### src/rtl/fop_pkg.sv
package fop_pkg;
  localparam int unsigned BYTE_W = 8;
  localparam int unsigned LOW_W  = 3;
  localparam int unsigned OPC_W  = LOW_W + BYTE_W;

  typedef logic [OPC_W-1:0]  opc_t;
  typedef logic [BYTE_W-1:0] byte_t;

  // Packs the low bits of the first byte above the full second byte.
  function automatic opc_t fop_pack(input byte_t b0, input byte_t b1);
    return {b0[LOW_W-1:0], b1};
  endfunction

  // Prefetch variant: the single-byte wait instruction keeps its own byte.
  function automatic opc_t fop_pack_fetch(input byte_t b0, input byte_t b1,
                                          input byte_t wait_code);
    if (b0 == wait_code) return opc_t'(wait_code);
    return fop_pack(b0, b1);
  endfunction
endpackage

### src/rtl/fop_capture.sv
module fop_capture
  import fop_pkg::*;
#(
  parameter bit WRITABLE = 1'b0
) (
  input  logic clk,
  input  logic rst_n,
  input  logic cap_en,
  input  opc_t cap_val,
  input  logic wr_en,
  input  opc_t wr_val,
  output opc_t q
);
  logic wr_go;
  assign wr_go = wr_en && WRITABLE;

  always_ff @(posedge clk or negedge rst_n) begin
    if (!rst_n)      q <= '0;
    else if (cap_en) q <= cap_val;
    else if (wr_go)  q <= wr_val;
  end

  p_hold_idle_r9: assert property (@(posedge clk) disable iff (!rst_n)
    (!cap_en && !wr_en) |=> $stable(q));
endmodule

### src/rtl/fop_readmux.sv
module fop_readmux
  import fop_pkg::*;
#(
  parameter int unsigned NREG   = 3,
  parameter int unsigned ADDR_W = 2,
  parameter int unsigned DATA_W = 32
) (
  input  opc_t              regs [NREG],
  input  logic [ADDR_W-1:0] addr,
  output logic [DATA_W-1:0] rdata
);
  localparam int unsigned PAD_W = DATA_W - OPC_W;
  logic [DATA_W-1:0] word [NREG];

  for (genvar g = 0; g < NREG; g++) begin : g_word
    assign word[g] = {{PAD_W{1'b0}}, regs[g]};
  end

  always_comb begin
    rdata = '0;
    for (int i = 0; i < NREG; i++) begin
      if (addr == ADDR_W'(i)) rdata = word[i];
    end
  end
endmodule

### src/rtl/fop_history.sv
module fop_history
  import fop_pkg::*;
#(
  parameter int unsigned DATA_W    = 32,
  parameter int unsigned ADDR_W    = 2,
  parameter logic [7:0]  WAIT_CODE = 8'h9B
) (
  input  logic              clk,
  input  logic              rst_n,
  input  logic              pf_valid,
  input  logic [7:0]        pf_byte0,
  input  logic [7:0]        pf_byte1,
  input  logic              ex_valid,
  input  logic [7:0]        ex_byte0,
  input  logic [7:0]        ex_byte1,
  input  logic              ex_ctrl,
  input  logic              xc_valid,
  input  logic [7:0]        xc_byte0,
  input  logic [7:0]        xc_byte1,
  input  logic              xc_ctrl,
  input  logic [ADDR_W-1:0] reg_addr,
  input  logic              reg_we,
  input  logic [DATA_W-1:0] reg_wdata,
  output logic [DATA_W-1:0] reg_rdata,
  output logic [10:0]       env_opcode
);
  localparam int unsigned NREG = 3;
  localparam logic [ADDR_W-1:0] A_PF = ADDR_W'(0);
  localparam logic [ADDR_W-1:0] A_EX = ADDR_W'(1);
  localparam logic [ADDR_W-1:0] A_XC = ADDR_W'(2);

  // Named internal events
  opc_t pf_pk, ex_pk, xc_pk, wr_pk;
  logic ex_fire, xc_fire, xc_wr;
  opc_t pf_q, ex_q, xc_q;
  opc_t regs [NREG];

  assign pf_pk   = fop_pack_fetch(pf_byte0, pf_byte1, WAIT_CODE);
  assign ex_pk   = fop_pack(ex_byte0, ex_byte1);
  assign xc_pk   = fop_pack(xc_byte0, xc_byte1);
  assign wr_pk   = reg_wdata[OPC_W-1:0];
  assign ex_fire = ex_valid && !ex_ctrl;
  assign xc_fire = xc_valid && !xc_ctrl;
  assign xc_wr   = reg_we && (reg_addr == A_XC);

  fop_capture #(.WRITABLE(1'b0)) u_pf (
    .clk(clk), .rst_n(rst_n), .cap_en(pf_valid), .cap_val(pf_pk),
    .wr_en(1'b0), .wr_val('0), .q(pf_q));

  fop_capture #(.WRITABLE(1'b0)) u_ex (
    .clk(clk), .rst_n(rst_n), .cap_en(ex_fire), .cap_val(ex_pk),
    .wr_en(1'b0), .wr_val('0), .q(ex_q));

  fop_capture #(.WRITABLE(1'b1)) u_xc (
    .clk(clk), .rst_n(rst_n), .cap_en(xc_fire), .cap_val(xc_pk),
    .wr_en(xc_wr), .wr_val(wr_pk), .q(xc_q));

  assign regs[0] = pf_q;
  assign regs[1] = ex_q;
  assign regs[2] = xc_q;

  fop_readmux #(.NREG(NREG), .ADDR_W(ADDR_W), .DATA_W(DATA_W)) u_rd (
    .regs(regs), .addr(reg_addr), .rdata(reg_rdata));

  assign env_opcode = xc_q;

  p_hi_zero_r2: assert property (@(posedge clk) disable iff (!rst_n)
    reg_rdata[DATA_W-1:OPC_W] == '0);
  p_pf_capture_r3: assert property (@(posedge clk) disable iff (!rst_n)
    pf_valid |=> pf_q == $past(pf_pk));
  p_ex_filter_r4: assert property (@(posedge clk) disable iff (!rst_n)
    (ex_valid && ex_ctrl) |=> $stable(ex_q));
  p_xc_capture_r5: assert property (@(posedge clk) disable iff (!rst_n)
    xc_fire |=> xc_q == $past(xc_pk));
  p_env_write_r6: assert property (@(posedge clk) disable iff (!rst_n)
    (xc_wr && !xc_fire) |=> env_opcode == $past(wr_pk));
  p_ro_pf_r7: assert property (@(posedge clk) disable iff (!rst_n)
    (reg_we && reg_addr == A_PF && !pf_valid) |=> $stable(pf_q));
  p_ro_ex_r7: assert property (@(posedge clk) disable iff (!rst_n)
    (reg_we && reg_addr == A_EX && !ex_fire) |=> $stable(ex_q));
  p_capture_wins_r8: assert property (@(posedge clk) disable iff (!rst_n)
    (xc_fire && xc_wr) |=> env_opcode == $past(xc_pk));
endmodule

### config.mk
export PLATFORM = sky130hd
export DESIGN_NAME = fop_history
export DESIGN_NICKNAME = d
export VERILOG_FILES = /design/src/rtl/fop_pkg.sv /design/src/rtl/fop_capture.sv /design/src/rtl/fop_readmux.sv /design/src/rtl/fop_history.sv
export SDC_FILE = /design/constraint.sdc
export NUM_CORES = 1
export LEC_CHECK = 0
export ABC_CLOCK_PERIOD_IN_PS = 1400
export BUFFER_PORTS_ARGS = -buffer_cell sky130_fd_sc_hd__buf_2
export CAP_MARGIN = 10
export CORE_ASPECT_RATIO = 0.9
export CORE_MARGIN = 5
export CORE_UTILIZATION = 42
export CTS_BUF_LIST = sky130_fd_sc_hd__clkbuf_4 sky130_fd_sc_hd__clkbuf_8
export CTS_CLUSTER_SIZE = 40
export DETAILED_ROUTE_END_ITERATION = 8
export GPL_TIMING_DRIVEN = 0
export PLACE_DENSITY = 0.82
export SYNTH_ARGS = -nofsm -noshare
export SYNTH_HDL_FRONTEND = slang
export SYNTH_SLANG_ARGS = --single-unit
### constraint.sdc
create_clock -name clk -period 1.4 [get_ports clk]
set_clock_uncertainty 0.2 [all_clocks]
set_input_delay 0.07 -clock clk [delete_from_list [all_inputs] [get_ports clk]]
set_output_delay 0.07 -clock clk [all_outputs]
set_load 0.1 [all_outputs]
==> report_table.html <==
<table>
<tr><th>Metric</th><th>Value</th></tr>
<tr><th colspan="2">Logic synthesis</th></tr>
<tr><td>Top cells by count, synth</td><td>33 x sky130_fd_sc_hd__dfrtp_1, 22 x sky130_fd_sc_hd__buf_4, 20 x sky130_fd_sc_hd__mux2_4, 17 x sky130_fd_sc_hd__nand2_1, 14 x sky130_fd_sc_hd__mux2_2</td></tr>
<tr><td>Area fraction of the dominant cell type after synthesis</td><td>43.4%</td></tr>
<tr><td>Synth area leader</td><td>sky130_fd_sc_hd__dfrtp_1</td></tr>
<tr><td>Most used standard cell by instance count after synthesis</td><td>sky130_fd_sc_hd__dfrtp_1</td></tr>
<tr><td>Number of distinct standard cells referenced by the synthesized netlist</td><td>21</td></tr>
<tr><td>Synthesized area</td><td>1900 um2</td></tr>
<tr><td>Flop and latch count out of synthesis</td><td>33</td></tr>
<tr><td>Sequential area share after synthesis</td><td>43.4%</td></tr>
<tr><td>Synth top area cells</td><td>sky130_fd_sc_hd__dfrtp_1 43%, sky130_fd_sc_hd__mux2_4 16%, sky130_fd_sc_hd__buf_4 8.7%</td></tr>
<tr><td>Count of mapped cells out of synthesis</td><td>169</td></tr>
<tr><td>Number of enable flip-flop cells after synthesis</td><td>0</td></tr>
<tr><td>Warning count from the yosys run</td><td>0</td></tr>
<tr><td>Avg Inst Size Synth</td><td>11.3 um2</td></tr>
<tr><td>Ys flop type</td><td>sky130_fd_sc_hd__dfrtp_1</td></tr>
<tr><td>Async S/R FF share, synth</td><td>100%</td></tr>
<tr><th colspan="2">Pwr</th></tr>
<tr><td>Seq pwr share</td><td>29.8%</td></tr>
<tr><td>Int Power</td><td>2.36 mW</td></tr>
<tr><td>Worst ir drop on vdd</td><td>595 uV</td></tr>
<tr><td>Sw Share</td><td>43.9%</td></tr>
<tr><td>Total net switching power</td><td>1.85 mW</td></tr>
<tr><td>Power density over cell area</td><td>1170 nW/um2</td></tr>
<tr><td>Logic pwr share</td><td>51.5%</td></tr>
<tr><td>Share of total power in the clock network</td><td>18.7%</td></tr>
<tr><td>P_leak</td><td>1.70 nW</td></tr>
<tr><th colspan="2">Critical path</th></tr>
<tr><td>Depth of the worst register-to-register path</td><td>2</td></tr>
<tr><td>Worst reg2reg setup slack</td><td>0.18 ns</td></tr>
<tr><td>Critical path class</td><td>reg2out</td></tr>
<tr><td>RR Endpoint</td><td>u_xc.q[5]</td></tr>
<tr><td>Critical path data arrival time</td><td>1.25 ns</td></tr>
<tr><td>Launching instance or port of the critical path</td><td>u_xc.q[3]</td></tr>
<tr><td>Kind of end point of the critical path</td><td>output port</td></tr>
<tr><td>Crit Path Max Fanout</td><td>3</td></tr>
<tr><td>Kind of start point of the critical path</td><td>flop</td></tr>
<tr><td>Launch instance of the worst register-to-register path</td><td>u_xc.q[5]</td></tr>
<tr><td>Required time at the worst-slack endpoint</td><td>1.13 ns</td></tr>
<tr><th colspan="2">Floorplanning</th></tr>
<tr><td>Standard-cell rows</td><td>23</td></tr>
<tr><td>Width of the die</td><td>81.0 um</td></tr>
<tr><td>Vertical extent of the die</td><td>73.9 um</td></tr>
<tr><td>Total core area</td><td>4430 um2</td></tr>
<tr><td>Effective utilization at floorplan</td><td>43.0%</td></tr>
<tr><td>Die outline area</td><td>5980 um2</td></tr>
<tr><td>Num ports</td><td>133</td></tr>
<tr><th colspan="2">Finish</th></tr>
<tr><td>Antenna Cells</td><td>0</td></tr>
<tr><td>Combined flip-flop and latch cell area</td><td>867 um2</td></tr>
<tr><td>Proportion of layout cells with a drive suffix above 1</td><td>58.1%</td></tr>
<tr><td>Net count reported at finish</td><td>418</td></tr>
<tr><td># fillers</td><td>278</td></tr>
<tr><td>Area growth syn-to-layout</td><td>88.4%</td></tr>
<tr><td>Final instance count without filler cells</td><td>391</td></tr>
<tr><td>Multi-input gate area in the final layout</td><td>1180 um2</td></tr>
<tr><th colspan="2">Status</th></tr>
<tr><td>Violations in the final reports</td><td>negative setup slack</td></tr>
<tr><td>Outcome</td><td>finished with violations</td></tr>
<tr><th colspan="2">Route</th></tr>
<tr><td>Number of DRC violations after detailed routing</td><td>0</td></tr>
<tr><td>Vias after detailed routing</td><td>1709</td></tr>
<tr><td>Post-DR wirelength/cell</td><td>14.8 um</td></tr>
<tr><td>Iter 0 DRT Violations</td><td>33</td></tr>
<tr><td>TritonRoute pass-1 iters</td><td>4</td></tr>
<tr><td>Post-DR vias/cell</td><td>4.37</td></tr>
<tr><td>Remaining number of nets flagged by the antenna check after routing</td><td>0</td></tr>
<tr><td>Final routed wirelength across all metal layers</td><td>5770 um</td></tr>
<tr><th colspan="2">STA</th></tr>
<tr><td>Number of setup violations in the final report</td><td>12</td></tr>
<tr><td>Highest achievable clock rate</td><td>660 MHz</td></tr>
<tr><td>Post-route fraction of the period consumed by the critical path</td><td>108%</td></tr>
<tr><td>Max-slew violation total from the final report</td><td>0</td></tr>
<tr><td>Sum of negative setup slack</td><td>-1.12 ns</td></tr>
<tr><td>Hold Vio Cnt, Final</td><td>0</td></tr>
<tr><td>Unrepaired setup endpoints after global routing</td><td>true</td></tr>
<tr><td>Max-slew headroom at the worst pin</td><td>50.8%</td></tr>
<tr><td>Transition time of the tightest slew-check pin</td><td>0.738 ns</td></tr>
<tr><td>Final critical-path required period</td><td>1.52 ns</td></tr>
<tr><td>Final worst setup slack</td><td>-0.116 ns</td></tr>
<tr><th colspan="2">Clock network</th></tr>
<tr><td>Maximum number of buffers from clock root to sink</td><td>2</td></tr>
<tr><td>Insertion delay of the later-clocked pin in the worst-skew pair</td><td>0.28 ns</td></tr>
<tr><td>TritonCTS clock tree</td><td>done</td></tr>
<tr><td>Maximum level of the CTS H-tree</td><td>2</td></tr>
<tr><td>Clock tree sinks</td><td>33</td></tr>
<tr><td>CTS Root Buffer Type</td><td>sky130_fd_sc_hd__clkbuf_8</td></tr>
<tr><td>Clk slew on worst S/H paths</td><td>0.07 ns</td></tr>
<tr><td>Number of buffers created by CTS</td><td>5</td></tr>
<tr><th colspan="2">Placement</th></tr>
<tr><td>Port bufs</td><td>80</td></tr>
<tr><td>Placer Congestion</td><td>0.724</td></tr>
<tr><td>Cell Count Post-Placement</td><td>331</td></tr>
<tr><td>Post-detail-place hpwl</td><td>3780 um</td></tr>
<tr><th colspan="2">Min path</th></tr>
<tr><td>Hold Path Origin</td><td>xc_valid</td></tr>
<tr><td>Cell depth of the worst min-delay path</td><td>4</td></tr>
<tr><td>Hold crit path type</td><td>in2reg</td></tr>
<tr><td>Worst Hold End</td><td>u_xc.q[10]</td></tr>
<tr><th colspan="2">Global route</th></tr>
<tr><td>Number of antenna violations at the first check in global routing</td><td>0</td></tr>
<tr><td>Total grt overflow</td><td>0</td></tr>
<tr><td>Maximum number of pins on one net before global-route repair</td><td>34</td></tr>
<tr><td>First-pass GRT wire length</td><td>9020 um</td></tr>
<tr><td>Global Route Usage Sum</td><td>20.2%</td></tr>
<tr><td>Number of global-route vias before repair</td><td>1884</td></tr>
<tr><th colspan="2">Job</th></tr>
<tr><td>Max-cap violations</td><td>0</td></tr>
</table>
## kinds of logic (layout without fill, tap and decap cells)
kind of cell,Yosys count,in the layout,share of synthesized area [%]
AO/OA/AOI/OAI,21,21,6.18
AND/OR/NAND/NOR,30,30,7.88
flip-flops,33,33,43.4
multiplexers,45,45,29.8
buffers and inverters,39,179,12.5
other,1,21,0.197
## flip-flops by register name, summed over array words and instances, names as in the netlist
| name | flops |
|---|---|
| u_pf.q | 11 |
| u_ex.q | 11 |
| u_xc.q | 11 |
## per-layer routing
| layer | global-route usage, % | vias up | part of all wire, % |
|---|---|---|---|
| met3 | 4.53 | 9 | 6.7 |
| met5 | 0 | - | 0 |
| met4 | 7.69 | 0 | 2.0 |
| li1 | - | 852 | - |
| met1 | 22.3 | 778 | 39 |
| met2 | 37.6 | 70 | 52 |
## power by group through the flow
stage	sequential, mW	combinational, mW	clock [mW]
2_1_floorplan	1.68	1.10	0
3_3_place_gp	1.26	1.78	0
3_5_place_dp	1.28	1.79	0
4_1_cts	1.26	2.09	0.806
5_1_grt	1.27	2.25	0.842
6_report	1.25	2.17	0.786
## cell type report
| class | instances | area share, % |
|---|---|---|
| Multi-Input combinational cell | 117 | 32.9 |
| Inverter | 10 | 1.05 |
| Tap cell | 62 | 2.16 |
| Clock buffer | 7 | 2.69 |
| Clock inverter | 1 | 0.140 |
| Buffer | 29 | 5.79 |
| Timing Repair Buffer | 132 | 31.1 |
| Sequential cell | 33 | 24.2 |
## worst max path at each step
| stage | end | depth (start not counted) |
|---|---|---|
| after global placement | reg_rdata[3] | 5 |
| final | reg_rdata[3] | 3 |
| after global routing | reg_rdata[3] | 3 |
| after detailed placement | reg_rdata[3] | 5 |
| after floorplan | reg_rdata[0] | 2 |
| after CTS | reg_rdata[3] | 3 |
## layout by cell type (no fill, tap or decap), drive strengths merged
cell type      n
a31oi          5
and4           1
inv           10
clkinv         1
nand2b         1
dlygate4sd3   47
conb          21
o22ai          5
nand3b         1
and4bb         1
nand2         17
dfrtp         33
o21ai         11
clkbuf        11
nor2           5
mux2          34
buf          110
mux2i         11
nor2b          3
nand4          1
## metrics by stage
stage	instance area, um2	setup WS [ns]	power [mW]	hold slack, ns	utilization [%]
2_1_floorplan	2280	-0.191	2.78	-0.426	-
3_5_place_dp	2760	-0.432	3.07	-0.0296	62.3
5_1_grt	3590	-0.148	4.36	0.0668	80.9
4_1_cts	3530	-0.124	4.16	0.0153	79.6
3_3_place_gp	2760	-0.419	3.04	-0.0327	62.3
6_report	3590	-0.116	4.21	0.0293	80.9
## worst max-delay path: stages, from the launching register on
cell,delay (ns)
sky130_fd_sc_hd__dfrtp_4,0.50
sky130_fd_sc_hd__mux2i_4,0.21
sky130_fd_sc_hd__o21ai_4,0.08
sky130_fd_sc_hd__buf_12,0.18
## repair_timing
action / in CTS / in global routing
hold buffers: 47 / 0
pin swaps: 4 / 5
setup endpoints to repair: 22 / 17
hold endpoints to repair: 66 / 0
buffers inserted: 0 / 5
gates resized for setup: 57 / 8
Power figures use the tool's default switching activity.
